### src/rtl/exc_entry_pkg.sv
package exc_entry_pkg;

  localparam int XLEN    = 32;
  localparam int MODE_W  = 5;
  localparam int NUM_EXC = 8;

  // Status word bit positions
  localparam int PSR_T_BIT  = 5;
  localparam int PSR_F_BIT  = 6;
  localparam int PSR_I_BIT  = 7;
  localparam int PSR_A_BIT  = 8;
  localparam int PSR_E_BIT  = 9;
  localparam int PSR_J_BIT  = 24;

  // Secure configuration bit positions
  localparam int CFG_NS      = 0;
  localparam int CFG_IRQ_MON = 1;
  localparam int CFG_FIQ_MON = 2;
  localparam int CFG_ABT_MON = 3;
  localparam int CFG_F_LOCK  = 4;
  localparam int CFG_A_LOCK  = 5;
  localparam int CFG_W       = 6;

  localparam logic [MODE_W-1:0] MODE_FIQ = 5'b10001;
  localparam logic [MODE_W-1:0] MODE_IRQ = 5'b10010;
  localparam logic [MODE_W-1:0] MODE_SVC = 5'b10011;
  localparam logic [MODE_W-1:0] MODE_MON = 5'b10110;
  localparam logic [MODE_W-1:0] MODE_ABT = 5'b10111;
  localparam logic [MODE_W-1:0] MODE_UND = 5'b11011;

  // Index order is priority order: lower index wins.
  typedef enum logic [2:0] {
    EK_RESET = 3'd0,
    EK_DABT  = 3'd1,
    EK_FIQ   = 3'd2,
    EK_IRQ   = 3'd3,
    EK_PABT  = 3'd4,
    EK_UND   = 3'd5,
    EK_SWI   = 3'd6,
    EK_SMC   = 3'd7
  } exc_kind_e;

  function automatic logic [XLEN-1:0] vec_offset(exc_kind_e k);
    case (k)
      EK_UND:  return 32'h04;
      EK_SWI:  return 32'h08;
      EK_SMC:  return 32'h08;
      EK_PABT: return 32'h0C;
      EK_DABT: return 32'h10;
      EK_IRQ:  return 32'h18;
      EK_FIQ:  return 32'h1C;
      default: return 32'h00;
    endcase
  endfunction

  function automatic logic [MODE_W-1:0] native_mode(exc_kind_e k);
    case (k)
      EK_UND:          return MODE_UND;
      EK_PABT, EK_DABT: return MODE_ABT;
      EK_IRQ:          return MODE_IRQ;
      EK_FIQ:          return MODE_FIQ;
      EK_SMC:          return MODE_MON;
      default:         return MODE_SVC;
    endcase
  endfunction

  typedef struct packed {
    logic [XLEN-1:0]   psr;
    logic [XLEN-1:0]   spsr;
    logic [XLEN-1:0]   lr;
    logic [XLEN-1:0]   pc;
    logic [MODE_W-1:0] mode;
    logic              ns_clr;
  } entry_t;

endpackage

### src/rtl/exc_prio_pick.sv
module exc_prio_pick #(
  parameter int N = 8,
  localparam int IW = (N > 1) ? $clog2(N) : 1
) (
  input  logic [N-1:0]  req,
  output logic          valid,
  output logic [IW-1:0] idx
);
  always_comb begin
    valid = |req;
    idx   = '0;
    // Scan from the top so the lowest set index is left in idx.
    for (int i = N - 1; i >= 0; i--) begin
      if (req[i]) idx = IW'(i);
    end
  end
endmodule

### src/rtl/exc_route.sv
module exc_route
  import exc_entry_pkg::*;
#(
  parameter logic [XLEN-1:0] HIVEC_BASE = 32'hFFFF_0000
) (
  input  exc_kind_e           kind,
  input  logic [MODE_W-1:0]   cur_mode,
  input  logic [CFG_W-1:0]    sec_cfg,
  input  logic                hivec,
  input  logic [XLEN-1:0]     sec_base,
  input  logic [XLEN-1:0]     ns_base,
  input  logic [XLEN-1:0]     mon_base,
  output logic                in_mon,
  output logic                world_secure,
  output logic                to_mon,
  output logic [MODE_W-1:0]   tgt_mode,
  output logic [XLEN-1:0]     vec_pc
);
  logic [XLEN-1:0] base;

  always_comb begin
    in_mon       = (cur_mode == MODE_MON);
    world_secure = in_mon || !sec_cfg[CFG_NS];

    case (kind)
      EK_IRQ:           to_mon = sec_cfg[CFG_IRQ_MON];
      EK_FIQ:           to_mon = sec_cfg[CFG_FIQ_MON];
      EK_PABT, EK_DABT: to_mon = sec_cfg[CFG_ABT_MON];
      EK_SMC:           to_mon = 1'b1;
      default:          to_mon = 1'b0;
    endcase

    tgt_mode = to_mon ? MODE_MON : native_mode(kind);

    if (to_mon)              base = mon_base;
    else if (hivec)          base = HIVEC_BASE;
    else if (kind == EK_RESET) base = '0;
    else if (world_secure)   base = sec_base;
    else                     base = ns_base;

    vec_pc = base + vec_offset(kind);
  end
endmodule

### src/rtl/exc_psr_build.sv
module exc_psr_build
  import exc_entry_pkg::*;
(
  input  logic [XLEN-1:0]   cur_psr,
  input  exc_kind_e         kind,
  input  logic [MODE_W-1:0] tgt_mode,
  input  logic              world_secure,
  input  logic              to_mon,
  input  logic              f_lock,
  input  logic              a_lock,
  input  logic              ee,
  output logic [XLEN-1:0]   new_psr
);
  logic guarded;

  always_comb begin
    // Mask locks only bite for a non-secure, non-monitor, non-reset entry.
    guarded = !world_secure && !to_mon && (kind != EK_RESET);

    new_psr             = cur_psr;
    new_psr[MODE_W-1:0] = tgt_mode;
    new_psr[PSR_T_BIT]  = 1'b0;
    new_psr[PSR_F_BIT]  = (guarded && f_lock) ? cur_psr[PSR_F_BIT] : 1'b1;
    new_psr[PSR_I_BIT]  = 1'b1;
    new_psr[PSR_A_BIT]  = (guarded && a_lock) ? cur_psr[PSR_A_BIT] : 1'b1;
    new_psr[PSR_E_BIT]  = ee;
    new_psr[PSR_J_BIT]  = 1'b0;
  end
endmodule

### src/rtl/exc_entry_ctrl.sv
module exc_entry_ctrl
  import exc_entry_pkg::*;
#(
  parameter logic [XLEN-1:0] HIVEC_BASE = 32'hFFFF_0000,
  parameter logic [XLEN-1:0] LINK_STEP  = 32'd4
) (
  input  logic              clk,
  input  logic              rst_n,
  input  logic              reset_req_i,
  input  logic              und_req_i,
  input  logic              swi_req_i,
  input  logic              pabt_req_i,
  input  logic              dabt_req_i,
  input  logic              irq_req_i,
  input  logic              fiq_req_i,
  input  logic              smc_req_i,
  input  logic [XLEN-1:0]   instr_addr_i,
  input  logic [XLEN-1:0]   cur_psr_i,
  input  logic [CFG_W-1:0]  sec_cfg_i,
  input  logic              sec_ee_i,
  input  logic              hivec_i,
  input  logic [XLEN-1:0]   sec_base_i,
  input  logic [XLEN-1:0]   ns_base_i,
  input  logic [XLEN-1:0]   mon_base_i,
  output logic              taken_o,
  output logic [MODE_W-1:0] mode_o,
  output logic [XLEN-1:0]   psr_o,
  output logic [XLEN-1:0]   spsr_o,
  output logic [XLEN-1:0]   lr_o,
  output logic [XLEN-1:0]   pc_o,
  output logic              ns_clr_o
);
  localparam int KW = $clog2(NUM_EXC);

  logic [NUM_EXC-1:0] req_vec;
  logic               any_req;
  logic [KW-1:0]      win_idx;
  exc_kind_e          kind;

  logic               in_mon, world_secure, to_mon;
  logic [MODE_W-1:0]  tgt_mode;
  logic [XLEN-1:0]    vec_pc, new_psr;
  entry_t             entry_d, entry_q;
  logic               taken_q;

  // Packed in priority order (see exc_kind_e).
  assign req_vec = {smc_req_i, swi_req_i, und_req_i, pabt_req_i,
                    irq_req_i, fiq_req_i, dabt_req_i, reset_req_i};

  exc_prio_pick #(.N(NUM_EXC)) u_pick (
    .req   (req_vec),
    .valid (any_req),
    .idx   (win_idx)
  );

  assign kind = exc_kind_e'(win_idx);

  exc_route #(.HIVEC_BASE(HIVEC_BASE)) u_route (
    .kind         (kind),
    .cur_mode     (cur_psr_i[MODE_W-1:0]),
    .sec_cfg      (sec_cfg_i),
    .hivec        (hivec_i),
    .sec_base     (sec_base_i),
    .ns_base      (ns_base_i),
    .mon_base     (mon_base_i),
    .in_mon       (in_mon),
    .world_secure (world_secure),
    .to_mon       (to_mon),
    .tgt_mode     (tgt_mode),
    .vec_pc       (vec_pc)
  );

  exc_psr_build u_psr (
    .cur_psr      (cur_psr_i),
    .kind         (kind),
    .tgt_mode     (tgt_mode),
    .world_secure (world_secure),
    .to_mon       (to_mon),
    .f_lock       (sec_cfg_i[CFG_F_LOCK]),
    .a_lock       (sec_cfg_i[CFG_A_LOCK]),
    .ee           (sec_ee_i),
    .new_psr      (new_psr)
  );

  always_comb begin
    entry_d.psr    = new_psr;
    entry_d.mode   = tgt_mode;
    entry_d.pc     = vec_pc;
    entry_d.ns_clr = (kind == EK_RESET) || in_mon;
    if (kind == EK_RESET) begin
      entry_d.spsr = '0;
      entry_d.lr   = '0;
    end else begin
      entry_d.spsr = cur_psr_i;
      entry_d.lr   = instr_addr_i + LINK_STEP;
    end
  end

  always_ff @(posedge clk or negedge rst_n) begin
    if (!rst_n) begin
      entry_q <= '0;
      taken_q <= 1'b0;
    end else begin
      taken_q <= any_req;
      if (any_req) entry_q <= entry_d;
      else         entry_q.ns_clr <= 1'b0;
    end
  end

  assign taken_o  = taken_q;
  assign mode_o   = entry_q.mode;
  assign psr_o    = entry_q.psr;
  assign spsr_o   = entry_q.spsr;
  assign lr_o     = entry_q.lr;
  assign pc_o     = entry_q.pc;
  assign ns_clr_o = entry_q.ns_clr;

endmodule

### config.mk
export PLATFORM = sky130hd
export DESIGN_NAME = exc_entry_ctrl
export DESIGN_NICKNAME = d
export VERILOG_FILES = /design/src/rtl/exc_entry_pkg.sv /design/src/rtl/exc_prio_pick.sv /design/src/rtl/exc_route.sv /design/src/rtl/exc_psr_build.sv /design/src/rtl/exc_entry_ctrl.sv
export SDC_FILE = /design/constraint.sdc
export NUM_CORES = 1
export LEC_CHECK = 0
export BUFFER_PORTS_ARGS = -buffer_cell sky130_fd_sc_hd__buf_2
export CORE_ASPECT_RATIO = 1.25
export CORE_MARGIN = 8
export CORE_UTILIZATION = 53
export DETAILED_ROUTE_END_ITERATION = 12
export PLACE_DENSITY = 0.87
export SYNTH_ARGS = -nofsm -noshare
export SYNTH_HDL_FRONTEND = slang
export SYNTH_HIERARCHICAL = 1
export SYNTH_SLANG_ARGS = --single-unit
### constraint.sdc
create_clock -name clk -period 2.15 [get_ports clk]
set_input_delay 0.43 -clock clk [delete_from_list [all_inputs] [get_ports clk]]
set_output_delay 0.43 -clock clk [all_outputs]
set_load 0.05 [all_outputs]
## After elaboration in Yosys (flattened, before gate mapping)

Index checks and enable logic that the tools add are counted.

- Eq/ne operators: 8
- Reductions and logical operators: 14
- Add/sub/neg operators: 2
- Mux-type cells: 20

Operators by type and width:

| cell | count |
|---|---|
| 2-to-1 mux 32 bit | 4 |
| 2-to-1 mux 64 bit | 1 |
| adder 32 x 3 -> 32 bit, second input constant | 1 |
| adder 32 x 5 -> 32 bit | 1 |
| case mux 5 bit (6 select lines) | 1 |
| 2-to-1 mux 3 bit | 8 |
| case mux 4 bit (5 select lines) | 1 |
| == test 3 bit, second input constant | 4 |
| OR reduction 8 bit | 1 |
| == test 3 x 2 -> 1 bit, second input constant | 2 |
| == test 5 bit, second input constant | 1 |
| logical AND 1 bit | 4 |
| 2-to-1 mux 4 bit | 1 |
| case mux 1 bit (4 select lines) | 1 |
| OR reduction 2 bit | 2 |
| == test 3 x 1 -> 1 bit, second input constant | 1 |
| logical NOT 1 bit | 3 |
| logical NOT 3 bit | 1 |
| 2-to-1 mux 1 bit | 3 |
| nonzero test 3 bit | 1 |
| logical OR 1 bit | 2 |

- Bits of input ports: 178
- Bits in registers: 133
- Logic and storage cells: 51
- Output and inout port bits: 135

## Depth between registers and ports, before layout

- Depth after elaboration: 16
- Depth in mapped cells: 22
- Depth with buffers taken out: 19

## By module

The synthesis kept the hierarchy.

Modules (own cells, without submodules):

| module | sequential area each (sq um) | area an instance (sq um) | times used | cells an instance |
|---|---|---|---|---|
| exc_entry_ctrl | 3,378.2 | 5,530.3 | 1 | 409 |
| exc_route | 0.0 | 1,871.8 | 1 | 300 |
| exc_psr_build | 0.0 | 265.3 | 1 | 36 |
| exc_prio_pick | 0.0 | 81.3 | 1 | 13 |

## Worst setup path after synthesis

OpenSTA, ideal clock, no wires.

- Path type: in2reg
- Start point: input dabt_req_i
- End point: register entry_q, in the netlist pc_o[24]
- Path buffers: 3
- Stages: 21
- Data required time: 2.025 ns
- Slack: -2.679 ns
- Arrival time: 4.704 ns
- Setup time: 0.125 ns
- Cells stage by stage: nor2_1 a21boi_0 buf_6 nand2_1 o311ai_1 nor2_1 inv_2 clkbuf_1 buf_1 nand2_1 o21ai_0 ha_1 inv_1 fa_1 inv_1 a21oi_1 or4_4 or4_1 a211oi_1 nor3b_1 mux2_2

RTL lines:

| what | RTL line | source |
|---|---|---|
| start, declared | exc_entry_ctrl.sv:13 | `input logic dabt_req_i,` |
| end signal, assigned | exc_entry_ctrl.sv:105 | `if (any_req) entry_q <= entry_d;` |
| end, declared | exc_entry_ctrl.sv:43 | `entry_t entry_d, entry_q;` |

==> summary.md <==
| Metric | Value |
|---|---|
| Status | finished with violations |
| Violated checks | negative setup slack |
| Reg2reg start | lr_o[18]$_DFFE_PN0P_ |
| Ports | 313 |
| First-iteration detailed-routing DRC count | 657 |
| Worst reg2reg path depth | 2 |
| Area grow syn2layout | 48.7% |
| CP Launch Type | input pin |
| Gp weighted congestion | 0.880 |
| First-pass GRT wire length | 44,300 um |
| Post-layout util | 80.3% |
| Critical Path RT | 2.45 ns |
| WL final | 30,500 um |
| LEAKAGE | 0.00582 uW |
| Yosys warns | 6 |
| Rows | 49 |
| Hold WC Path Type | input pin to flip-flop |
| GRT Total Usage | 30.6% |
| Max Freq | 0.261 GHz |
| Die ar. | 18,800 um2 |
| Number of vias per cell | 6.13 |
| Die width | 124 um |
| Asr flop ratio synth | 100% |
| Slew of the pin with the lowest slew margin | 0.618 ns |
| Sink Count | 135 |
| Mapped Area | 7750 um2 |
| Placed Cells | 1,296 |
| Synth cell types | 71 |
| Post-DP HPWL | 21,700 um |
| DR DRC count | 0 |
| Period minus WS final | 3.84 ns |
| Die height | 151 um |
| Wire length per cell | 22.7 um |
| CTS buffer count | 17 |
| H-tree Lvls | 4 |
| Final hold vios | 0 |
| Share of layout cells above drive strength 1 | 53.9% |
| MaxCap Viol Count | 0 |
| Pre-antenna DRT Iters | 8 |
| CTS Buffer Depth | 2 |
| Remaining antenna violation count after routing | 0 |
| CTS Root Cell | clkbuf_16 |
| Synth Area per Inst | 10.2 um2 |
| Global route overflow | 0 |
| Max Clock Skew | 0 ns |
| Vias after detailed routing | 8,245 |
| Initial antenna violation count | 2 |
| CP arrival | 4.14 ns |
| Beginning of the worst hold path | cur_psr_i[24] |
| Relative slew slack | 58.2% |
| Maximum vdd drop | 0.000566 V |
| Clk slew on worst S/H paths | 0.06 ns |
| Total core area | 14,300 um2 |
| CTS tree | yes |
| Final WS setup | -1.69 ns |
| Final Instance Area | 11,500 um2 |
| Port-buffer cells | 312 |
| RSZ-0062 raised after global routing | yes |
| Critical Path Fanout Max | 9 |
| Largest net degree at the start of global routing | 49 |
| Post-synthesis register bit count | 135 |
| Setup crit start | smc_req_i |
| Most frequent cells in the layout | buf_2, dfrtp_1, buf_4, nand2_1 |
| NumNets Final | 1,338 |
| Final setup violating endpoints | 36 |
| Hold Path Cell Cnt | 2 |
| Main flop type after synthesis | dfrtp_1 |
| Non-filler cells in the finished layout | 1,346 |
| Leading cell type in the layout, fill and taps excluded | buf_2 |
| Max Slew Vio Count | 0 |
| Initial Utilization | 54.0% |
| Post-synthesis cell count | 758 |
| Final period util | 178% |
| Vias in the first global route | 8,472 |
| Seq/Total Area, Yosys | 43.6% |
| Power Dens Cells | 761 nW/um2 |
| Tot Pwr | 8760 uW |
| Worst skew pair latency | 0.41 ns |
| Post-synth EDFFs | 0 |
| CP Capture Type | flip-flop |
| CP Class | input pin to flip-flop |
| Dpl cell area | 10,300 um2 |
==> cell families after synthesis <==
logic type                 Yosys count  synth area share (%)
AOI/OAI and AO/OA                  152                  15.0
xor gates and xnor gates            39                  4.41
adders and majority gates            5                 0.904
buffers and inverters               98                  6.72
DFF                                135                  43.6
muxes                               85                  12.1
other                                3                 0.145
and+or+nand+nor                    241                  17.2
==> metrics by stage <==
stage | setup WS (ns) | setup TNS [ns] | hold slack [ns]
final | -1.69 | -43.38 | 0.235
after global routing | -1.80 | -47.25 | 0.217
after CTS | -1.57 | -40.16 | 0.210
after detailed placement | -2.10 | -64.33 | 0.421
after global placement | -2.00 | -57.55 | 0.414
after floorplan | -2.09 | -55.03 | 0.134
==> sequential cells by signal, summed over array words and instances (netlist names) <==
signal    count
lr_o         32
pc_o         32
psr_o        32
spsr_o       32
mode_o        5
ns_clr_o      1
taken_o       1
==> final timing paths <==
path / slack (ns) / endpoint
max in group asynchronous: 1.03 / spsr_o[31]$_DFFE_PN0P_
hold reg to reg: 0.49 / lr_o[19]$_DFFE_PN0P_
setup reg to reg: 1.15 / lr_o[18]$_DFFE_PN0P_
min in group asynchronous: 0.53 / pc_o[13]$_DFFE_PN0P_
hold / removal: 0.24 / spsr_o[24]$_DFFE_PN0P_
setup / recovery: -1.69 / pc_o[24]$_DFFE_PN0P_
==> power breakdown <==
part	internal [uW]	switching (uW)	total (uW)
Sequential	2770	141	2910
Clock	1950	1200	3160
Combinational	948	1750	2700
==> critical path: stages <==
cell	delay (ns)
buf_4	0.14
o21ai_0	0.27
a21boi_2	0.16
buf_4	0.20
and3_4	0.20
nor4_4	0.34
nand2_4	0.11
o21ai_4	0.18
ha_4	0.15
inv_2	0.03
fa_2	0.34
inv_2	0.07
a21oi_2	0.06
or4_4	0.46
or4_4	0.50
a211oi_2	0.15
nor3b_1	0.06
mux2_2	0.26
==> what timing repair did <==
item	CTS	global route
hold endpoints to repair	45	0
buffers inserted	10	10
hold buffers	1	0
setup endpoints to repair	37	38
resized for setup	41	60
pin swaps	21	23
==> per-layer routing <==
| metal | GRT usage, % | wire [um] | vias to the layer above |
|---|---|---|---|
| li1 | - | - | 3563 |
| met1 | 32.2 | 9900 | 3947 |
| met2 | 54.3 | 15700 | 584 |
| met3 | 8.69 | 3220 | 147 |
| met4 | 15.1 | 1670 | 4 |
| met5 | 0 | 20 | - |
==> synth_stat cells, drive strengths merged, types with 13 or more instances <==
master  instances  area share [%]
a22o           48             5.4
xor2           16             1.8
a21oi          22             1.4
nand2          66             3.3
and3           17             1.4
mux2i          15             1.9
mux2           70              10
o21ai          19             1.2
nor3           13            0.84
xnor2          23             2.6
inv            20            0.97
dfrtp         135              44
nor2           33             1.6
clkbuf         32             1.6
or4            14             1.5
nand3          44             2.8
buf            46             4.2
nand4          14             1.3
==> layout make-up <==
cell class                 count  area [um2]
multi-input combinational    526        4310
sequential                   135        3380
timing repair buffer         455        2910
fill                         804        2830
clock buffer                  17         425
tap                          178         223
clock inverter                14         198
inverter                      20        77.6
antenna                        1        2.50
Power figures use the tool's default switching activity.
